===== config.mk =====
export PLATFORM = sky130hd
export DESIGN_NAME = sync_deframer
export DESIGN_NICKNAME = d
export VERILOG_FILES = /design/src/rtl/sdf_pkg.sv /design/src/rtl/ones_run_detector.sv /design/src/rtl/word_shifter.sv /design/src/rtl/frame_sequencer.sv /design/src/rtl/sync_deframer.sv
export SDC_FILE = /design/constraint.sdc
export NUM_CORES = 1
export LEC_CHECK = 0
export BUFFER_PORTS_ARGS = -buffer_cell sky130_fd_sc_hd__buf_4
export CAP_MARGIN = 20
export CELL_PAD_IN_SITES_DETAIL_PLACEMENT = 0
export CELL_PAD_IN_SITES_GLOBAL_PLACEMENT = 1
export CORE_ASPECT_RATIO = 0.9
export CORE_MARGIN = 2
export CORE_UTILIZATION = 46
export CTS_BUF_LIST = sky130_fd_sc_hd__clkbuf_16
export DETAILED_ROUTE_END_ITERATION = 10
export GPL_TIMING_DRIVEN = 0
export PLACE_DENSITY = 0.74
export SKIP_LAST_GASP = 1
export SLEW_MARGIN = 20
export SYNTH_ARGS = -nofsm -noshare
export SYNTH_HDL_FRONTEND = slang
export SYNTH_HIERARCHICAL = 1
export SYNTH_SLANG_ARGS = --single-unit
export TNS_END_PERCENT = 30

===== constraint.sdc =====
create_clock -name clk -period 2 [get_ports clk]
set_input_delay 0.4 -clock clk [delete_from_list [all_inputs] [get_ports clk]]
set_output_delay 0.4 -clock clk [all_outputs]
set_load 0.03 [all_outputs]

===== src/rtl/sdf_pkg.sv =====
package sdf_pkg;

  typedef enum logic {
    ST_HUNT = 1'b0,
    ST_DATA = 1'b1
  } sdf_state_e;

endpackage


===== src/rtl/ones_run_detector.sv =====
module ones_run_detector #(
  parameter int RUN_LEN = 9
) (
  input  logic clk,
  input  logic rst_n,
  input  logic bit_vld,
  input  logic bit_in,
  output logic sync_hit
);

  localparam int CW = $clog2(RUN_LEN + 1);
  localparam logic [CW-1:0] SAT = CW'(RUN_LEN);
  localparam logic [CW-1:0] ARM = CW'(RUN_LEN - 1);

  logic [CW-1:0] run_q;
  logic [CW-1:0] run_d;

  // a run at or beyond the threshold re-arms on every further one
  assign sync_hit = bit_vld & bit_in & (run_q >= ARM);

  always_comb begin
    run_d = run_q;
    if (!bit_in) begin
      run_d = '0;
    end else if (run_q != SAT) begin
      run_d = run_q + 1'b1;
    end
  end

  always_ff @(posedge clk or negedge rst_n) begin
    if (!rst_n) begin
      run_q <= '0;
    end else if (bit_vld) begin
      run_q <= run_d;
    end
  end

endmodule


===== src/rtl/word_shifter.sv =====
module word_shifter #(
  parameter int DATA_BITS = 8
) (
  input  logic                 clk,
  input  logic                 rst_n,
  input  logic                 shift_en,
  input  logic                 bit_in,
  output logic [DATA_BITS-1:0] byte_next
);

  logic [DATA_BITS-2:0] sh_q;
  logic [DATA_BITS-2:0] sh_d;

  // the current bit lands in the LSB; earlier bits sit above it
  assign byte_next = {sh_q, bit_in};

  always_comb begin
    sh_d = byte_next[DATA_BITS-2:0];
  end

  always_ff @(posedge clk or negedge rst_n) begin
    if (!rst_n) begin
      sh_q <= '0;
    end else if (shift_en) begin
      sh_q <= sh_d;
    end
  end

endmodule


===== src/rtl/frame_sequencer.sv =====
module frame_sequencer
  import sdf_pkg::*;
#(
  parameter int WORD_BITS   = 9,
  parameter int FRAME_BYTES = 19
) (
  input  logic                           clk,
  input  logic                           rst_n,
  input  logic                           bit_vld,
  input  logic                           bit_in,
  input  logic                           sync_hit,
  output logic                           shift_en,
  output logic                           word_done,
  output logic                           frame_last,
  output logic                           lead_err,
  output logic [$clog2(FRAME_BYTES)-1:0] cur_idx
);

  localparam int PW = $clog2(WORD_BITS);
  localparam int IW = $clog2(FRAME_BYTES);
  localparam logic [PW-1:0] LAST_POS = PW'(WORD_BITS - 1);
  localparam logic [IW-1:0] LAST_IDX = IW'(FRAME_BYTES - 1);

  sdf_state_e    state_q, state_d;
  logic [PW-1:0] pos_q, pos_d;
  logic [IW-1:0] idx_q, idx_d;

  logic take;
  logic at_lead;
  logic at_tail;

  // sync has precedence over any word handling
  assign take       = bit_vld & ~sync_hit & (state_q == ST_DATA);
  assign at_lead    = (pos_q == '0);
  assign at_tail    = (pos_q == LAST_POS);
  assign shift_en   = take & ~at_lead;
  assign word_done  = take & at_tail;
  assign frame_last = word_done & (idx_q == LAST_IDX);
  assign lead_err   = take & at_lead & bit_in;
  assign cur_idx    = idx_q;

  always_comb begin
    state_d = state_q;
    pos_d   = pos_q;
    idx_d   = idx_q;
    if (bit_vld) begin
      if (sync_hit) begin
        state_d = ST_DATA;
        pos_d   = '0;
        idx_d   = '0;
      end else if (state_q == ST_DATA) begin
        if (at_lead) begin
          if (bit_in) begin
            state_d = ST_HUNT;
            idx_d   = '0;
          end else begin
            pos_d = pos_q + 1'b1;
          end
        end else if (at_tail) begin
          pos_d = '0;
          if (idx_q == LAST_IDX) begin
            state_d = ST_HUNT;
            idx_d   = '0;
          end else begin
            idx_d = idx_q + 1'b1;
          end
        end else begin
          pos_d = pos_q + 1'b1;
        end
      end
    end
  end

  always_ff @(posedge clk or negedge rst_n) begin
    if (!rst_n) begin
      state_q <= ST_HUNT;
      pos_q   <= '0;
      idx_q   <= '0;
    end else if (bit_vld) begin
      state_q <= state_d;
      pos_q   <= pos_d;
      idx_q   <= idx_d;
    end
  end

endmodule


===== src/rtl/sync_deframer.sv =====
module sync_deframer #(
  parameter int SYNC_ONES   = 9,
  parameter int WORD_BITS   = 9,
  parameter int FRAME_BYTES = 19
) (
  input  logic                           clk,
  input  logic                           rst_n,
  input  logic                           ser_bit,
  input  logic                           ser_vld,
  output logic [WORD_BITS-2:0]           byte_data,
  output logic                           byte_vld,
  output logic [$clog2(FRAME_BYTES)-1:0] byte_idx,
  output logic                           frame_sof,
  output logic                           frame_done,
  output logic                           frame_err
);

  localparam int DATA_BITS = WORD_BITS - 1;
  localparam int IW        = $clog2(FRAME_BYTES);

  logic                 sync_hit;
  logic                 shift_en;
  logic                 word_done;
  logic                 frame_last;
  logic                 lead_err;
  logic [IW-1:0]        cur_idx;
  logic [DATA_BITS-1:0] byte_next;

  ones_run_detector #(
    .RUN_LEN(SYNC_ONES)
  ) run_i (
    .clk     (clk),
    .rst_n   (rst_n),
    .bit_vld (ser_vld),
    .bit_in  (ser_bit),
    .sync_hit(sync_hit)
  );

  frame_sequencer #(
    .WORD_BITS  (WORD_BITS),
    .FRAME_BYTES(FRAME_BYTES)
  ) seq_i (
    .clk       (clk),
    .rst_n     (rst_n),
    .bit_vld   (ser_vld),
    .bit_in    (ser_bit),
    .sync_hit  (sync_hit),
    .shift_en  (shift_en),
    .word_done (word_done),
    .frame_last(frame_last),
    .lead_err  (lead_err),
    .cur_idx   (cur_idx)
  );

  word_shifter #(
    .DATA_BITS(DATA_BITS)
  ) shf_i (
    .clk      (clk),
    .rst_n    (rst_n),
    .shift_en (shift_en),
    .bit_in   (ser_bit),
    .byte_next(byte_next)
  );

  // output stage: strobes every cycle, payload only on a finished word
  logic                 vld_d, sof_d, done_d, err_d;
  logic [DATA_BITS-1:0] data_q;
  logic [IW-1:0]        idx_q;
  logic                 vld_q, sof_q, done_q, err_q;

  always_comb begin
    vld_d  = word_done;
    sof_d  = word_done & (cur_idx == '0);
    done_d = frame_last;
    err_d  = lead_err;
  end

  always_ff @(posedge clk or negedge rst_n) begin
    if (!rst_n) begin
      vld_q  <= 1'b0;
      sof_q  <= 1'b0;
      done_q <= 1'b0;
      err_q  <= 1'b0;
    end else begin
      vld_q  <= vld_d;
      sof_q  <= sof_d;
      done_q <= done_d;
      err_q  <= err_d;
    end
  end

  always_ff @(posedge clk or negedge rst_n) begin
    if (!rst_n) begin
      data_q <= '0;
      idx_q  <= '0;
    end else if (word_done) begin
      data_q <= byte_next;
      idx_q  <= cur_idx;
    end
  end

  assign byte_data  = data_q;
  assign byte_vld   = vld_q;
  assign byte_idx   = idx_q;
  assign frame_sof  = sof_q;
  assign frame_done = done_q;
  assign frame_err  = err_q;

endmodule


Yosys cells after proc, flatten, opt, wreduce, memory -nomap -nowiden
Index checks and enable logic that the tools add are counted.
W data, S select, Z words.

word-level totals
  input bits = 4
  logic and storage cells = 59
  register bits after elaboration = 38

cells by class
  muxes and demuxes = 19
  add/sub/neg operators = 3
  bitwise gates (word level) = 12
  order comparisons = 1
  equality and inequality tests = 6
  reductions and logical operators = 7

operators by type and width
  operator               number
  $mux W5                6
  $mux W4                7
  $and A1 B1 Y1          10
  $add A4 B1 Y4 const B  2
  $mux W1                6
  $ne A3 B2 Y1 const B   2
  $add A5 B1 Y5 const B  1
  $eq A5 B5 Y1 const B   1
  $logic_not A5 Y1       1
  $eq A4 B4 Y1 const B   1
  $ge A4 B4 Y1 const B   1
  $logic_not A4 Y1       1
  $ne A4 B4 Y1 const B   1
  $reduce_and A4 Y1      1
  $reduce_and A3 Y1      1
  $reduce_bool A3 Y1     1
  $ne A2 B1 Y1 const B   1
  $not A1 Y1             2
  $reduce_and A2 Y1      1
  $reduce_bool A2 Y1     1

Longest topological paths before layout
  depth in word-level cells = 7
  mapped depth = 7
  depth with buffers taken out = 7

Cells and area by module
The synthesis kept the hierarchy.

modules (own cells, without submodules)
  module             area each (um2)  sequential area each (um2)  cells each  instances
  frame_sequencer    711.9            250.2                       77          1
  sync_deframer      596.8            425.4                       33          1
  word_shifter       299.0            175.2                       16          1
  ones_run_detector  260.2            100.1                       28          1

Worst setup path before layout
OpenSTA, ideal clock, no wires.

  kind = register to register
  start = register seq_i.pos_q[0]
  end = register data_q[0], in the netlist byte_data[0]
  data required time = 1875 ps
  data arrival time = 1653 ps
  stages on the path, launching flop included = 8
  path slack = 223 ps
  buffers on the path = 1
  setup time = 125 ps
  clock period less this slack = 1777 ps
  cell sequence = dfrtp_1 -> inv_1 -> ha_1 -> nor2b_1 -> nand3_2 -> inv_2 -> buf_2 -> mux2_2

on the way
  longest elaborated chain between the ends = 2

ends and longest elaborated chain
  item                    line                   source
  start, declared         frame_sequencer.sv:25  logic [PW-1:0] pos_q, pos_d;
  start signal, assigned  frame_sequencer.sv:81  pos_q <= pos_d;
  $eq A4 B4 Y1            frame_sequencer.sv:35  assign at_tail = (pos_q == LAST_POS);
  $and A1 B1 Y1           frame_sequencer.sv:37  assign word_done = take & at_tail;
  net vld_d               sync_deframer.sv:66    logic vld_d, sof_d, done_d, err_d;
  end signal, assigned    sync_deframer.sv:97    data_q <= byte_next;
  end, declared           sync_deframer.sv:67    logic [DATA_BITS-1:0] data_q;

The timed path passes the listed nets, and every way through them passes these cells.
A chain may end at the register's enable or synchronous reset.

Worst setup path after layout
  start = register run_i.run_q[3]
  end = register sof_q, in the netlist frame_sof

on the way
  longest elaborated chain between the ends = 7

ends and longest elaborated chain
  item                         line                     source
  start, declared              ones_run_detector.sv:15  logic [CW-1:0] run_q;
  start signal, assigned       ones_run_detector.sv:34  run_q <= run_d;
  $ge A4 B4 Y1                 ones_run_detector.sv:19  assign sync_hit = bit_vld & bit_in & (run_q >= ARM);
  $and A1 B1 Y1                ones_run_detector.sv:19
  net sync_hit                 sync_deframer.sv:21      logic sync_hit;
  $not A1 Y1                   frame_sequencer.sv:33    assign take = bit_vld & ~sync_hit & (state_q == ST_DATA);
  $and A1 B1 Y1 (2 in series)  frame_sequencer.sv:33
  $and A1 B1 Y1                frame_sequencer.sv:37
  net vld_d                    sync_deframer.sv:66
  $and A1 B1 Y1                sync_deframer.sv:73      sof_d = word_done & (cur_idx == '0);
  net sof_d                    sync_deframer.sv:66
  end signal, assigned         sync_deframer.sv:81      sof_q <= 1'b0;
  end signal, assigned         sync_deframer.sv:86      sof_q <= sof_d;
  end, declared                sync_deframer.sv:69      logic vld_q, sof_q, done_q, err_q;

The timed path passes the listed nets, and every way through them passes these cells.

==> impl_metrics.yaml <==
run_status:
  status: "finished clean"
clock_tree:
  cts_buffers: 5
  post_cts_buffers: 0
  path_clk_slew_ps: 60
  clock_latency_ps: 280
  cts_hold_buf: 0
  clock-sinks: 38
  root_buffer: "clkbuf_16"
  cts_max_path_buffers: 2
  cts_resized: 1
  cts_tree: "built"
  htreeDepth: 2
synthesis:
  post-synth-top-area-fraction_pct: 50.9
  async_flop_share_pct: 100
  yosysWarningCount: 6
  synth.net_count: 165
  synth_cell_types: 46
  ys_ff_latch: 38
  synth_top_area_cell: "dfrtp_1"
  synthCells: 154
  avgSynthCellArea_sq_um: 12.1
  netlist_area_sq_mm: 0.00187
  synth_edf_count: 0
  seq_area_frac_synth_pct: 50.9
  yosys-top-cells-count: "dfrtp_1, mux2_2, nand3_1"
  synth-main-ff-cell: "dfrtp_1"
  synth_area_leaders: "dfrtp_1, mux2_2, mux2_4"
  synth.most_common_cell: "dfrtp_1"
route:
  antenna_left: 0
  routed_via_density: 5.62
  drt_pass1_iterations: 4
  drtIter0Drc: 114
  drt_wl_total_mm: 3.44
  drc: 0
  wl_per_cell_um: 15.1
  vias: 1281
grt:
  grt_max_degree: 39
  overflow: 0
  gr-usage-all-layers_pct: 16.5
  grt_pass1_vias: 1248
  grt_pass1_wl_mm: 5.89
  antenna_found_initial: 0
floorplan:
  dieArea_sq_mm: 0.00459
  start_util_pct: 49.0
  ios: 21
  die_h_um: 64.5
  dieWidth_um: 71.2
  rows: 21
  core_sq_mm: 0.00381
place:
  io_buffers: 20
  gp_congestion: 0.811
  dp_cells: 220
  dp_hpwl_mm: 2.24
sta:
  whs_ps: 87.3
  period_share_pct: 94.4
  tightest_slew_ps: 481
  layout_min_cycle_time_ps: 1890
  final_max_slew_viol_count: 0
  fmax_mhz: 530
  clock_skew_ps: 3.35
  hold_viol_final: 0
  slew_headroom_pct: 67.9
  setup_viol: 0
job:
  max_cap_viol_count: 0
layout:
  final_cells: 228
  drive_above_1_share_pct: 36.3
  insertedDiodeCount: 0
  area_growth_pct: 23.1
  final_nets: 192
  utilization_pct: 60.4
worst_setup_path:
  startpoint_type: "register"
  cp.arrival_ps: 2080
  cp.required_ps: 2200
  critPathMaxFanout: 8
  critPathKind: "reg2reg"
  end_kind: "register"
power:
  pwr-share-seq_pct: 37.0
  peakVddDrop_mv: 0.827
  swShare_pct: 32.3
  leakagePower_uw: 0.00110
  internal_power_uw: 2270
  combinationalPowerShare_pct: 32.5
  power.density_mw_per_mm2: 1460
  power_switching_uw: 1090
  clockPowerShare_pct: 30.5
  total_power_uw: 3360
worst_hold_path:
  hold_path_class: "in2async"
[cells in the final DEF (no fill, tap or decap), drive strengths merged, types with 5 or more instances in the layout]
master / instances
ha: 7
nand2: 7
o21ai: 6
mux2: 20
nand3: 11
buf: 26
clkbuf: 5
inv: 10
dfrtp: 38
nor3: 6
[power groups by stage]
stage | clock (uW) | sequential [uW] | combinational [uW]
global placement | 0 | 1240 | 1040
CTS | 1040 | 1240 | 1060
finish | 1020 | 1240 | 1090
detailed placement | 0 | 1240 | 1060
global route | 1080 | 1290 | 1190
floorplan | 0 | 1360 | 633
[cell type report]
| class | instances | area [sq um] |
|---|---|---|
| plain buffers | 6 | 47.5 |
| clock inverters | 3 | 68.8 |
| repair buffers | 20 | 150 |
| clock buffers | 5 | 125 |
| multi-input cells | 100 | 858 |
| inverters | 10 | 40.0 |
| fillers | 316 | 1510 |
| well taps | 46 | 57.6 |
| flip-flops and latches | 38 | 952 |
[path summary, 6_finish.rpt]
path                                                   end  slack [ps]  cells after the start                       start
worst max-delay path                   frame_sof$_DFF_PN0_         110                      6  run_i/run_q[3]$_DFFE_PN0P_
worst min-delay path            seq_i/pos_q[0]$_DFFE_PN0P_          90                      1                       rst_n
max in group asynchronous       run_i/run_q[3]$_DFFE_PN0P_        1560                      1                       rst_n
min in group clk                run_i/run_q[2]$_DFFE_PN0P_         440                      3                     ser_vld
worst max register to register         frame_sof$_DFF_PN0_         110                      6  run_i/run_q[3]$_DFFE_PN0P_
worst min register to register  run_i/run_q[2]$_DFFE_PN0P_         500                      1  run_i/run_q[2]$_DFFE_PN0P_
[sequential cells by signal, indices dropped and copies added (netlist names)]
name	count
seq_i/cur_idx	5
run_i/run_q	4
byte_idx	5
byte_vld	1
frame_sof	1
byte_data	8
seq_i/pos_q	4
frame_err	1
frame_done	1
seq_i/state_q	1
shf_i/sh_q	7
[cells by family (layout without fill, tap and decap cells)]
| group | after synthesis | in the layout | share of synthesized area, % |
|---|---|---|---|
| simple gates | 44 | 44 | 15.0 |
| buf+inv | 16 | 44 | 4.22 |
| mux | 22 | 22 | 14.5 |
| compound gates | 27 | 27 | 10.7 |
| flops | 38 | 38 | 50.9 |
| fa+ha+maj | 7 | 7 | 4.69 |
[metrics by stage]
step	worst slack (ps)	cell area (sq um)	TNS (ps)
2_1_floorplan	223	1870	0
3_3_place_gp	-132	2080	-1340
3_5_place_dp	-153	2080	-1480
4_1_cts	1.11	2270	0
5_1_grt	-0.379	2300	-0.379
6_report	113	2300	0
[per-layer routing]
layer / up-vias / global-route usage (%) / part of all wire, % / wire length (um)
li1: 617 / - / - / -
met3: 4 / 4.20 / 3.8 / 130
met1: 634 / 22.8 / 47 / 1630
met4: 0 / 4.95 / 1.0 / 35
met5: - / 0 / 0 / 0
met2: 26 / 25.6 / 48 / 1640
[critical path: stages, from the launching register on]
cell,delay (ps)
dfrtp_2,430
and3_2,260
and3b_2,280
nand3_4,120
inv_4,130
or4b_1,460
nor3_2,130
Power figures use the tool's default switching activity.
